--- src/rtl/sup_reset_pkg.sv ---
package sup_reset_pkg;

   typedef enum logic [2:0] {
      SR_HOLD     = 3'd0,
      SR_RECOVER  = 3'd1,
      SR_IDLE     = 3'd2,
      SR_MANUAL   = 3'd3,
      SR_LOCKOUT  = 3'd4
   } sr_state_e;

   // States in which the system reset is driven active
   function automatic logic sr_drives_reset(sr_state_e s);
      return (s == SR_HOLD) || (s == SR_RECOVER) || (s == SR_MANUAL);
   endfunction

endpackage

--- src/rtl/sup_in_sync.sv ---
// Multi-flop synchronizer for an asynchronous, idle-high input.
module sup_in_sync #(
   parameter int STAGES = 2
) (
   input  logic clk,
   input  logic rst_n,
   input  logic d_async,
   output logic q_sync
);
   logic [STAGES-1:0] stg;

   always_ff @(posedge clk or negedge rst_n) begin
      if (!rst_n) stg <= '1;
      else        stg <= {stg[STAGES-2:0], d_async};
   end

   assign q_sync = stg[STAGES-1];
endmodule

--- src/rtl/sup_debounce.sv ---
// Accepts a new level after CYC consecutive differing samples and
// emits a single-cycle strobe when the accepted level goes low.
module sup_debounce #(
   parameter int CYC = 4
) (
   input  logic clk,
   input  logic rst_n,
   input  logic level_in,
   output logic fell_o
);
   localparam int CW = $clog2(CYC + 1);
   localparam logic [CW-1:0] LAST = CW'(CYC - 1);

   logic          level_q;
   logic [CW-1:0] cnt;

   always_ff @(posedge clk or negedge rst_n) begin
      if (!rst_n) begin
         level_q <= 1'b1;
         cnt     <= '0;
         fell_o  <= 1'b0;
      end else begin
         fell_o <= 1'b0;
         if (level_in == level_q) begin
            cnt <= '0;
         end else if (cnt == LAST) begin
            level_q <= level_in;
            cnt     <= '0;
            fell_o  <= ~level_in;
         end else begin
            cnt <= cnt + 1'b1;
         end
      end
   end
endmodule

--- src/rtl/sup_dip_filter.sv ---
// Accepts the supply-low flag only after CYC consecutive high samples.
module sup_dip_filter #(
   parameter int CYC = 8
) (
   input  logic clk,
   input  logic rst_n,
   input  logic raw_low,
   output logic flt_low
);
   localparam int CW = $clog2(CYC + 1);
   localparam logic [CW-1:0] LAST = CW'(CYC - 1);

   logic [CW-1:0] run;

   always_ff @(posedge clk or negedge rst_n) begin
      if (!rst_n) begin
         run     <= '0;
         flt_low <= 1'b0;
      end else if (!raw_low) begin
         run     <= '0;
         flt_low <= 1'b0;
      end else if (run == LAST) begin
         flt_low <= 1'b1;
      end else begin
         run <= run + 1'b1;
      end
   end
endmodule

--- src/rtl/sup_seq.sv ---
// Reset sequencer: supply hold, recovery time-out, manual pulse, lock-out.
module sup_seq
   import sup_reset_pkg::*;
#(
   parameter int TIMEOUT_CYC = 64,
   parameter int LOCKOUT_CYC = 16
) (
   input  logic clk,
   input  logic rst_n,
   input  logic sup_flt,
   input  logic man_fell,
   output logic rst_act,
   output logic lock_act
);
   localparam int MAXC = (TIMEOUT_CYC > LOCKOUT_CYC) ? TIMEOUT_CYC : LOCKOUT_CYC;
   localparam int CW   = $clog2(MAXC + 1);
   localparam logic [CW-1:0] T_LAST = CW'(TIMEOUT_CYC - 1);
   localparam logic [CW-1:0] L_LAST = CW'(LOCKOUT_CYC - 1);

   sr_state_e     st, st_nx;
   logic [CW-1:0] cnt, cnt_nx;

   always_ff @(posedge clk or negedge rst_n) begin
      if (!rst_n) begin
         st  <= SR_HOLD;
         cnt <= '0;
      end else begin
         st  <= st_nx;
         cnt <= cnt_nx;
      end
   end

   always_comb begin
      st_nx  = st;
      cnt_nx = cnt + 1'b1;
      if (sup_flt) begin
         // supply monitoring overrides every other activity
         st_nx  = SR_HOLD;
         cnt_nx = '0;
      end else begin
         unique case (st)
            SR_HOLD: begin
               st_nx  = SR_RECOVER;
               cnt_nx = '0;
            end
            SR_RECOVER: begin
               if (cnt == T_LAST) begin
                  st_nx  = SR_IDLE;
                  cnt_nx = '0;
               end
            end
            SR_IDLE: begin
               cnt_nx = '0;
               if (man_fell) st_nx = SR_MANUAL;
            end
            SR_MANUAL: begin
               if (cnt == T_LAST) begin
                  st_nx  = SR_LOCKOUT;
                  cnt_nx = '0;
               end
            end
            SR_LOCKOUT: begin
               if (cnt == L_LAST) begin
                  st_nx  = SR_IDLE;
                  cnt_nx = '0;
               end
            end
            default: begin
               st_nx  = SR_HOLD;
               cnt_nx = '0;
            end
         endcase
      end
   end

   assign rst_act  = sr_drives_reset(st);
   assign lock_act = (st == SR_LOCKOUT);
endmodule

--- src/rtl/sup_reset_gen.sv ---
module sup_reset_gen #(
   parameter int TIMEOUT_CYC  = 70_000_000,
   parameter int LOCKOUT_CYC  = 4_250,
   parameter int GLITCH_CYC   = 1_000,
   parameter int DEBOUNCE_CYC = 500,
   parameter int SYNC_STAGES  = 2,
   parameter bit ACTIVE_HIGH  = 1'b0
) (
   input  logic clk,
   input  logic rst_n,
   input  logic supply_low,
   input  logic man_rst_n,
   output logic sys_rst
);
   // elaboration-time parameter checks
   if (TIMEOUT_CYC < 1) begin : g_bad_timeout
      $error("sup_reset_gen: TIMEOUT_CYC must be at least 1");
   end
   if (LOCKOUT_CYC < 1) begin : g_bad_lockout
      $error("sup_reset_gen: LOCKOUT_CYC must be at least 1");
   end
   if (GLITCH_CYC < 1) begin : g_bad_glitch
      $error("sup_reset_gen: GLITCH_CYC must be at least 1");
   end
   if (DEBOUNCE_CYC < 1) begin : g_bad_debounce
      $error("sup_reset_gen: DEBOUNCE_CYC must be at least 1");
   end
   if (SYNC_STAGES < 2) begin : g_bad_sync
      $error("sup_reset_gen: SYNC_STAGES must be at least 2");
   end

   logic man_sync;
   logic man_fell;
   logic sup_flt;
   logic rst_act;
   logic lock_act;

   sup_in_sync #(.STAGES(SYNC_STAGES)) u_sync (
      .clk     (clk),
      .rst_n   (rst_n),
      .d_async (man_rst_n),
      .q_sync  (man_sync)
   );

   sup_debounce #(.CYC(DEBOUNCE_CYC)) u_debounce (
      .clk      (clk),
      .rst_n    (rst_n),
      .level_in (man_sync),
      .fell_o   (man_fell)
   );

   sup_dip_filter #(.CYC(GLITCH_CYC)) u_dip (
      .clk     (clk),
      .rst_n   (rst_n),
      .raw_low (supply_low),
      .flt_low (sup_flt)
   );

   sup_seq #(.TIMEOUT_CYC(TIMEOUT_CYC), .LOCKOUT_CYC(LOCKOUT_CYC)) u_seq (
      .clk      (clk),
      .rst_n    (rst_n),
      .sup_flt  (sup_flt),
      .man_fell (man_fell),
      .rst_act  (rst_act),
      .lock_act (lock_act)
   );

   if (ACTIVE_HIGH) begin : g_pol_high
      assign sys_rst = rst_act;
   end else begin : g_pol_low
      assign sys_rst = ~rst_act;
   end
endmodule

--- config.mk ---
export PLATFORM = sky130hd
export DESIGN_NAME = sup_reset_gen
export DESIGN_NICKNAME = d
export VERILOG_FILES = /design/src/rtl/sup_reset_pkg.sv /design/src/rtl/sup_in_sync.sv /design/src/rtl/sup_debounce.sv /design/src/rtl/sup_dip_filter.sv /design/src/rtl/sup_seq.sv /design/src/rtl/sup_reset_gen.sv
export SDC_FILE = /design/constraint.sdc
export NUM_CORES = 1
export LEC_CHECK = 0
export BUFFER_PORTS_ARGS = -buffer_cell sky130_fd_sc_hd__buf_2
export CAP_MARGIN = 25
export CORE_MARGIN = 2
export CORE_UTILIZATION = 36
export CTS_BUF_LIST = sky130_fd_sc_hd__clkbuf_16
export DETAILED_ROUTE_END_ITERATION = 7
export GPL_TIMING_DRIVEN = 0
export PLACE_DENSITY = 0.54
export SLEW_MARGIN = 20
export SYNTH_ARGS = -nofsm -noshare
export SYNTH_HDL_FRONTEND = slang
export SYNTH_HIERARCHICAL = 1
export SYNTH_SLANG_ARGS = --single-unit
--- constraint.sdc ---
create_clock -name clk -period 1.75 [get_ports clk]
set_input_delay 0.35 -clock clk [delete_from_list [all_inputs] [get_ports clk]]
set_output_delay 0.35 -clock clk [all_outputs]
set_load 0.01 [all_outputs]
* Word-level counts from Yosys, hierarchy flattened
Cells that the tools add are included.
Storage, ports and cells: bits in registers 54, logic and storage cells 53
Operators by class: add/subtract/negate cells 3, eq/ne operators 15, mux-type cells 18, bitwise operators 3, reductions and logical operators 6
Operator list (number):
- 27-bit 2-to-1 mux | 3
- 27-bit case mux with 2 select lines | 1
- 27-bit by 1-bit adder with 27-bit output (second input constant) | 1
- 27-bit by 13-bit == test with 1-bit output (second input constant) | 1
- 27-bit == test (second input constant) | 1
- 10-bit 2-to-1 mux | 2
- 9-bit 2-to-1 mux | 2
- 3-bit 2-to-1 mux | 5
- 3-bit case mux with 5 select lines | 1
- 10-bit by 1-bit adder with 10-bit output (second input constant) | 1
- 10-bit == test (second input constant) | 1
- 9-bit by 1-bit adder with 9-bit output (second input constant) | 1
- 9-bit == test (second input constant) | 1
- 3-bit by 2-bit == test with 1-bit output (second input constant) | 2
- 3-bit by 2-bit != test with 1-bit output (second input constant) | 2
- 1-bit 2-to-1 mux | 4
- 4-bit AND reduction | 1
- 3-bit by 1-bit == test with 1-bit output (second input constant) | 1
- 3-bit == test (second input constant) | 1
- 3-bit logical NOT | 1
- 3-bit by 1-bit != test with 1-bit output (second input constant) | 1
- 3-bit != test (second input constant) | 1
- 1-bit inverter | 3
- 1-bit logical OR | 2
- 5 further kinds | 5

* Logic depth before layout (Yosys ltp)
Gate-level depths: netlist of run 1.
depth after elaboration 4, depth in mapped cells 9

* Modules after synthesis
Netlist of run 1, hierarchy kept.
Modules (own cells, without submodules):
- sup_seq | instances 1, cells each 183, area each 1737.9 um2, seq. area each 750.7 um2
- sup_debounce | instances 1, cells each 60, area each 609.3 um2, seq. area each 276.5 um2
- sup_dip_filter | instances 1, cells each 59, area each 565.5 um2, seq. area each 275.3 um2
- sup_in_sync | instances 1, cells each 2, area each 52.6 um2, seq. area each 52.6 um2
- sup_reset_gen | instances 1, cells each 1, area each 3.8 um2, seq. area each 0.0 um2

* Least setup slack after synthesis of run 1
No wires, ideal clock.
path kind reg2reg, from register u_seq.cnt[24], to register u_seq.cnt[21], library setup time 0.119 ns, data arrival time 1.717 ns, required time 1.631 ns, path slack -0.086 ns, cell stages (with the launch flop) 8, path buffers 2, cell sequence dfrtp_1 -> or4_1 -> nor2_1 -> nor4b_4 -> o32a_1 -> buf_4 -> buf_6 -> nor2_1
On the way: cells in the longest elaborated chain, start to end 4, elaborated cells on any way between the ends 6, classes of those cells 2 x eq/ne; 4 x mux
Ends and longest elaborated chain:
- start: declaration | line sup_seq.sv:21 | logic [CW-1:0] cnt, cnt_nx;
- start signal: assignment | line sup_seq.sv:29 | cnt <= cnt_nx;
- 27-bit by 13-bit == test with 1-bit output or 27-bit == test (tied branches) | line sup_seq.sv:63, sup_seq.sv:47, sup_seq.sv:57
- 27-bit 2-to-1 mux (on tied branches) | line sup_seq.sv:63, sup_seq.sv:47, sup_seq.sv:57
- 27-bit case mux with 2 select lines * | line sup_seq.sv:41 | unique case (st)
- 27-bit 2-to-1 mux * | line sup_seq.sv:36 | if (sup_flt) begin
- via u_seq.cnt_nx[21] | line sup_seq.sv:21
Mark *: on every way through the listed nets, which the timed path passes. The rest lies on a longest branch. A chain may end at the register's enable or synchronous reset.

* Final worst setup path of run 1
from register u_seq.cnt[24], to register u_seq.cnt[23]
Same word-level chain as after synthesis.

==> results.json, run 1 <==
{
  "num_rows": 33,
  "final_area_mm2": 0.00340,
  "numPortBuffers": 3,
  "place_congestion": 0.789,
  "hold_viol": 0,
  "status": "finished with violations",
  "min_period_ns": 1.93,
  "drc": 0,
  "insertion_delay_ns": 0.29,
  "async_flop_share": 1.00,
  "hpwlAfterDp_mm": 3.93,
  "seq_area_frac_synth": 0.456,
  "ys.flop_type": "dfrtp_1",
  "yosysWarnings": 6,
  "switching_share": 0.274,
  "antenna_cells": 0,
  "tritoncts": "built",
  "vdd_drop_max_uv": 488,
  "skew_ns": 0.00571,
  "die-area_mm2": 0.00899,
  "fp.dieW_um": 94.8,
  "grt_pass1_vias": 2179,
  "synth_edf_count": 0,
  "wire_per_inst_um": 13.8,
  "p_leak_uw": 0.00144,
  "drive_above_1_share": 0.198,
  "synth-seq-cells": 54,
  "grt_max_degree": 55,
  "powerDensity_mw_per_mm2": 816,
  "antenna_found_initial": 0,
  "die_height_um": 94.8,
  "grt_overflow_total": 0,
  "fin_crit_sh": 1.10,
  "finalSetupViolations": 28,
  "vias": 2201,
  "syn_area_mm2": 0.00297,
  "maxCapViolCount": 0,
  "p_sw_uw": 761,
  "synth.net_count": 313,
  "cts_buffer_depth": 2,
  "ff2ff_setup_slack_ns": -0.18,
  "arrival_ns": 2.11,
  "final_cell_mix": "dfrtp_1, nor2_1, nand2_1",
  "cts_root_buffer": "clkbuf_16",
  "start_util": 0.367,
  "rsz0062_at_grt": "true",
  "drt_iter0_markers": 96,
  "maxSlewViolCount": 0,
  "track_usage": 0.148,
  "pin_count": 5,
  "area.growth.synth_to_final_pct": 14.5,
  "avgViaCountPerCell": 5.14,
  "violations": "setup timing",
  "endpoint_kind": "flop",
  "power_frac_comb": 0.118,
  "r2r_cells": 7,
  "setup_ws_ns": -0.181,
  "syn_inst": 305,
  "clkPwrFrac": 0.356,
  "grt_pass1_wl_mm": 10.6,
  "worst_r2r_endpoint": "u_seq/cnt[23]$_DFF_PN0_",
  "max_freq_mhz": 518,
  "synth_cell_types": 55,
  "cts_max_level": 2,
  "whs_ns": 0.0919,
  "p_int_uw": 2010,
  "cts_num_sinks": 54,
  "routed_wl_mm": 5.89,
  "avgSynthCellArea_um2": 9.73,
  "r2r-start": "u_seq/cnt[24]$_DFF_PN0_",
  "layout_commonest_cell": "dfrtp_1",
  "crit_type": "flop to flop",
  "slew_headroom": 0.545,
  "drtAntennaViolNets": 0,
  "worst_pin_slew_ns": 0.682,
  "cts-buffers-inserted": 5,
  "dpl_cell_area_mm2": 0.00312,
  "crit_required_ns": 1.93,
  "hold_class": "primary input to asynchronous set/reset pin",
  "ctsHoldBuffers": 0,
  "fp.coreArea_mm2": 0.00809,
  "dr.pass1.iters": 4,
  "worst-path-max-fanout": 8,
  "worstSetupStartpointType": "flop",
  "path_clk_slew_ns": 0.07,
  "finalNetCount": 330,
  "sequentialPowerShare": 0.526
}
-- kinds of logic after synthesis --
kind of cell,share of synthesized area
AND/OR/NAND/NOR,0.299
XOR/XNOR,0.0826
AO/OA/AOI/OAI,0.0813
buffers and inverters,0.0464
adder cells (fa/ha/maj),0.0169
multiplexers,0.0173
flip-flops,0.456
-- cells in the mapped netlist (3+ instances only) --
cell | count | area (um^2)
nand2b_1 | 5 | 31.3
a21oi_1 | 12 | 60.1
xor2_1 | 13 | 114
nand2_1 | 28 | 105
nor2_1 | 42 | 158
and3_1 | 3 | 18.8
dfstp_2 | 3 | 78.8
buf_6 | 3 | 33.8
nand4_1 | 9 | 56.3
xnor2_1 | 15 | 131
nor4b_1 | 6 | 52.6
nor3_1 | 4 | 20.0
o21ai_0 | 9 | 45.0
inv_1 | 14 | 52.6
ha_1 | 4 | 50.1
mux2i_1 | 4 | 40.0
nor4_1 | 9 | 56.3
or3_1 | 6 | 37.5
dfrtp_1 | 51 | 1280
buf_2 | 5 | 25.0
nor2b_1 | 4 | 25.0
clkbuf_1 | 3 | 11.3
nand3_1 | 14 | 70.1
-- cell type report --
class	count	area [um^2]
fillers	808	4690
multi-input cells	224	1530
flip-flops and latches	54	1360
well taps	105	131
clock buffers	5	125
repair buffers	13	100
plain buffers	10	76.3
inverters	14	52.6
clock inverters	3	21.3
-- what timing repair did --
| action | in CTS | in global routing |
|---|---|---|
| buffers inserted | 7 | 1 |
| setup endpoints to repair | 28 | 30 |
| cloned | 2 | 0 |
| gates resized for setup | 18 | 4 |
| pin swaps | 17 | 2 |
-- sequential cells by signal (all words and copies together) (netlist names) --
| signal | cells |
|---|---|
| u_debounce/cnt | 9 |
| u_debounce/fell_o | 1 |
| u_debounce/level_q | 1 |
| u_dip/flt_low | 1 |
| u_dip/run | 10 |
| u_seq/cnt | 27 |
| u_seq/st | 3 |
| u_sync/stg | 2 |
-- how the worst max path moves through the flow --
stage	from	slack [ns]	endpoint
after detailed placement	u_seq/cnt[23]$_DFF_PN0_	-0.30	u_seq/cnt[20]$_DFF_PN0_
after CTS	u_seq/cnt[24]$_DFF_PN0_	-0.17	u_seq/cnt[20]$_DFF_PN0_
after global placement	u_seq/cnt[24]$_DFF_PN0_	-0.30	u_seq/cnt[22]$_DFF_PN0_
after global routing	u_seq/cnt[24]$_DFF_PN0_	-0.27	u_seq/cnt[20]$_DFF_PN0_
final	u_seq/cnt[24]$_DFF_PN0_	-0.18	u_seq/cnt[23]$_DFF_PN0_
after floorplan	u_seq/cnt[24]$_DFF_PN0_	-0.08	u_seq/cnt[21]$_DFF_PN0_
-- through the flow --
stage	TNS, ns	utilization	instances	setup WS (ns)	total power (uW)
after detailed placement	-7.05	0.386	413	-0.304	1780
final	-4.53	0.420	428	-0.181	2780
after global placement	-7.03	0.385	413	-0.297	1770
after floorplan	-1.58	-	305	-0.0793	1680
after CTS	-4.11	0.417	427	-0.165	2810
after global routing	-6.92	0.420	428	-0.266	2940
-- worst max-delay path: stages (launching register included) --
cell	delay (ns)
dfrtp_1	0.40
or4_4	0.56
nor2_2	0.10
nor4b_4	0.24
o32a_1	0.20
buf_6	0.15
buf_6	0.13
nor2_1	0.04
-- power groups by stage --
stage / clock network [uW] / registers (uW) / logic [uW]
4_1_cts: 1030 / 1460 / 322
2_1_floorplan: 0 / 1450 / 228
5_1_grt: 1090 / 1480 / 377
3_5_place_dp: 0 / 1470 / 306
3_3_place_gp: 0 / 1470 / 298
6_report: 989 / 1460 / 327
-- layer usage --
metal / track usage / share of wire / up-vias
met1: 0.195 / 0.48 / 1073
met3: 0.0287 / 0.020 / 2
met2: 0.253 / 0.50 / 22
li1: - / - / 1104
met5: 0 / 0 / -
met4: 0.0290 / 0.0029 / 0
(Power assumes the default switching activity.)
==> run 2, diff against run 1 <==
--- a/config.mk
+++ b/config.mk
@@ -13,8 +13,10 @@
 export DETAILED_ROUTE_END_ITERATION = 7
 export GPL_TIMING_DRIVEN = 0
 export PLACE_DENSITY = 0.54
+export RECOVER_POWER = 50
 export SLEW_MARGIN = 20
 export SYNTH_ARGS = -nofsm -noshare
 export SYNTH_HDL_FRONTEND = slang
 export SYNTH_HIERARCHICAL = 1
 export SYNTH_SLANG_ARGS = --single-unit
+export TNS_END_PERCENT = 30
==> results.json, run 2 (synthesis gave the netlist of run 1 again) <==
{
  "status": "finished with violations",
  "violations": "setup timing",
  "drtAntennaViolNets": 0,
  "setup.worst_path.end": "u_seq/cnt[11]$_DFF_PN0_",
  "maxCapViolCount": 0,
  "p_leak_uw": 0.00147,
  "maxSlewViolCount": 0,
  "drc": 0,
  "pin_count": 5,
  "finalNetCount": 329,
  "place_congestion": 0.791,
  "dr.pass1.iters": 4,
  "drt_iter0_markers": 50,
  "vias": 2186,
  "largest_register": "u_seq/cnt",
  "antenna_found_initial": 0,
  "endpoint_kind": "flop",
  "start_util": 0.367,
  "cts_max_level": 2,
  "dpl_cell_area_mm2": 0.00312,
  "drive_above_1_share": 0.189,
  "fp.coreArea_mm2": 0.00809,
  "skew_ns": 0.00501,
  "finalSetupViolations": 27,
  "hold_class": "primary input to flop",
  "hold_viol": 0,
  "tritoncts": "built",
  "hpwlAfterDp_mm": 3.95,
  "rsz0062_at_grt": "true",
  "track_usage": 0.140,
  "path_clk_slew_ns": 0.07,
  "worstSetupStartpointType": "flop",
  "grt_overflow_total": 0,
  "die_height_um": 94.8,
  "r2r-start": "u_seq/cnt[17]$_DFF_PN0_",
  "crit_required_ns": 1.93,
  "die-area_mm2": 0.00899,
  "worst-path-max-fanout": 10,
  "nFillCells": 812,
  "powerDensity_mw_per_mm2": 900,
  "insertion_delay_ns": 0.29,
  "finalSetupTns_ns": -3.18,
  "min_period_ns": 1.89,
  "crit_type": "flop to flop",
  "worst_r2r_endpoint": "u_seq/cnt[11]$_DFF_PN0_",
  "cts-buffers-inserted": 5,
  "area.growth.synth_to_final_pct": 15.8,
  "cts_buffer_depth": 2,
  "numPortBuffers": 3,
  "arrival_ns": 2.07,
  "setup_ws_ns": -0.139,
  "grt_pass1_vias": 2093,
  "largestRegisters": "u_seq/cnt (27), u_dip/run (10), u_debounce/cnt (9)",
  "routed_wl_mm": 5.86,
  "max_freq_mhz": 529,
  "vdd_drop_max_uv": 459,
  "ff2ff_setup_slack_ns": -0.14,
  "final_cell_mix": "dfrtp_1, nor2_1, nand2_1",
  "cts_num_sinks": 54,
  "final_area_mm2": 0.00344,
  "grt_pass1_wl_mm": 9.92,
  "grt_max_degree": 55,
  "largest_register_ffs": 27,
  "layout_commonest_cell": "dfrtp_1",
  "worst_pin_slew_ns": 1.34,
  "num_rows": 33,
  "fp.dieW_um": 94.8,
  "cts_root_buffer": "clkbuf_16",
  "antenna_cells": 0,
  "avgViaCountPerCell": 5.12,
  "fin_crit_sh": 1.08,
  "wire_per_inst_um": 13.7,
  "crit_start": "u_seq/cnt[17]$_DFF_PN0_",
  "r2r_cells": 7,
  "slew_headroom": 0.109
}
-- run 2: metrics by stage --
step / total power (uW) / hold slack [ns] / setup WS, ns / utilization / std cells
2_1_floorplan: 1680 / 0.0544 / -0.0795 / - / 305
3_3_place_gp: 1770 / 0.354 / -0.300 / 0.385 / 413
3_5_place_dp: 1780 / 0.353 / -0.330 / 0.386 / 413
4_1_cts: 3110 / 0.131 / -0.165 / 0.421 / 426
5_1_grt: 3230 / 0.140 / -0.235 / 0.425 / 427
6_report: 3090 / 0.145 / -0.139 / 0.425 / 427
-- run 2: final cells by class --
type                       count  area [um^2]  share of cell area
buffer                        10         80.1              0.0233
clock buffer                   5          125              0.0364
clock inverter                 3         68.8              0.0200
inverter                      14         52.6              0.0153
multi-input combinational    224         1540               0.447
sequential                    54         1360               0.396
tap                          105          131              0.0382
timing repair buffer          12         82.6              0.0240
-- run 2: routing by layer --
layer,vias to the layer above,share of wire,track usage
met5,-,0,0
met4,0,0.0099,0.0362
met3,7,0.026,0.0263
met2,16,0.49,0.239
met1,1054,0.47,0.183
li1,1109,-,-
-- run 2: how the worst min path moves through the flow --
stage | start | end | slack (ns) | cells after the start
final | man_rst_n | u_sync/stg[0]$_DFF_PN1_ | 0.14 | 1
after global routing | man_rst_n | u_sync/stg[0]$_DFF_PN1_ | 0.14 | 1
after CTS | rst_n | u_seq/cnt[15]$_DFF_PN0_ | 0.13 | 1
after detailed placement | u_sync/stg[0]$_DFF_PN1_ | u_sync/stg[1]$_DFF_PN1_ | 0.35 | 0
after global placement | u_sync/stg[0]$_DFF_PN1_ | u_sync/stg[1]$_DFF_PN1_ | 0.35 | 0
after floorplan | rst_n | u_debounce/cnt[0]$_DFF_PN0_ | 0.05 | 0
-- run 2: critical path: stages, from the launching register on --
cell	delay [ns]
dfrtp_1	0.49
nor4_2	0.31
nand2_1	0.17
nor4b_4	0.31
o32a_1	0.19
buf_6	0.13
buf_6	0.13
nor2_1	0.05
-- run 2: report_power, final --
group	leakage, uW	switching (uW)	internal (uW)	total, uW
logic	0.000664	186	153	338
clock network	0.0000940	470	823	1290
registers	0.000714	117	1350	1460
-- run 2: what timing repair did --
| action | in CTS | in global routing |
|---|---|---|
| pin swaps | 6 | 1 |
| gates resized for setup | 11 | 6 |
| hold buffers | 0 | 0 |
| setup buffers | 8 | 1 |
| setup endpoints to repair | 28 | 30 |
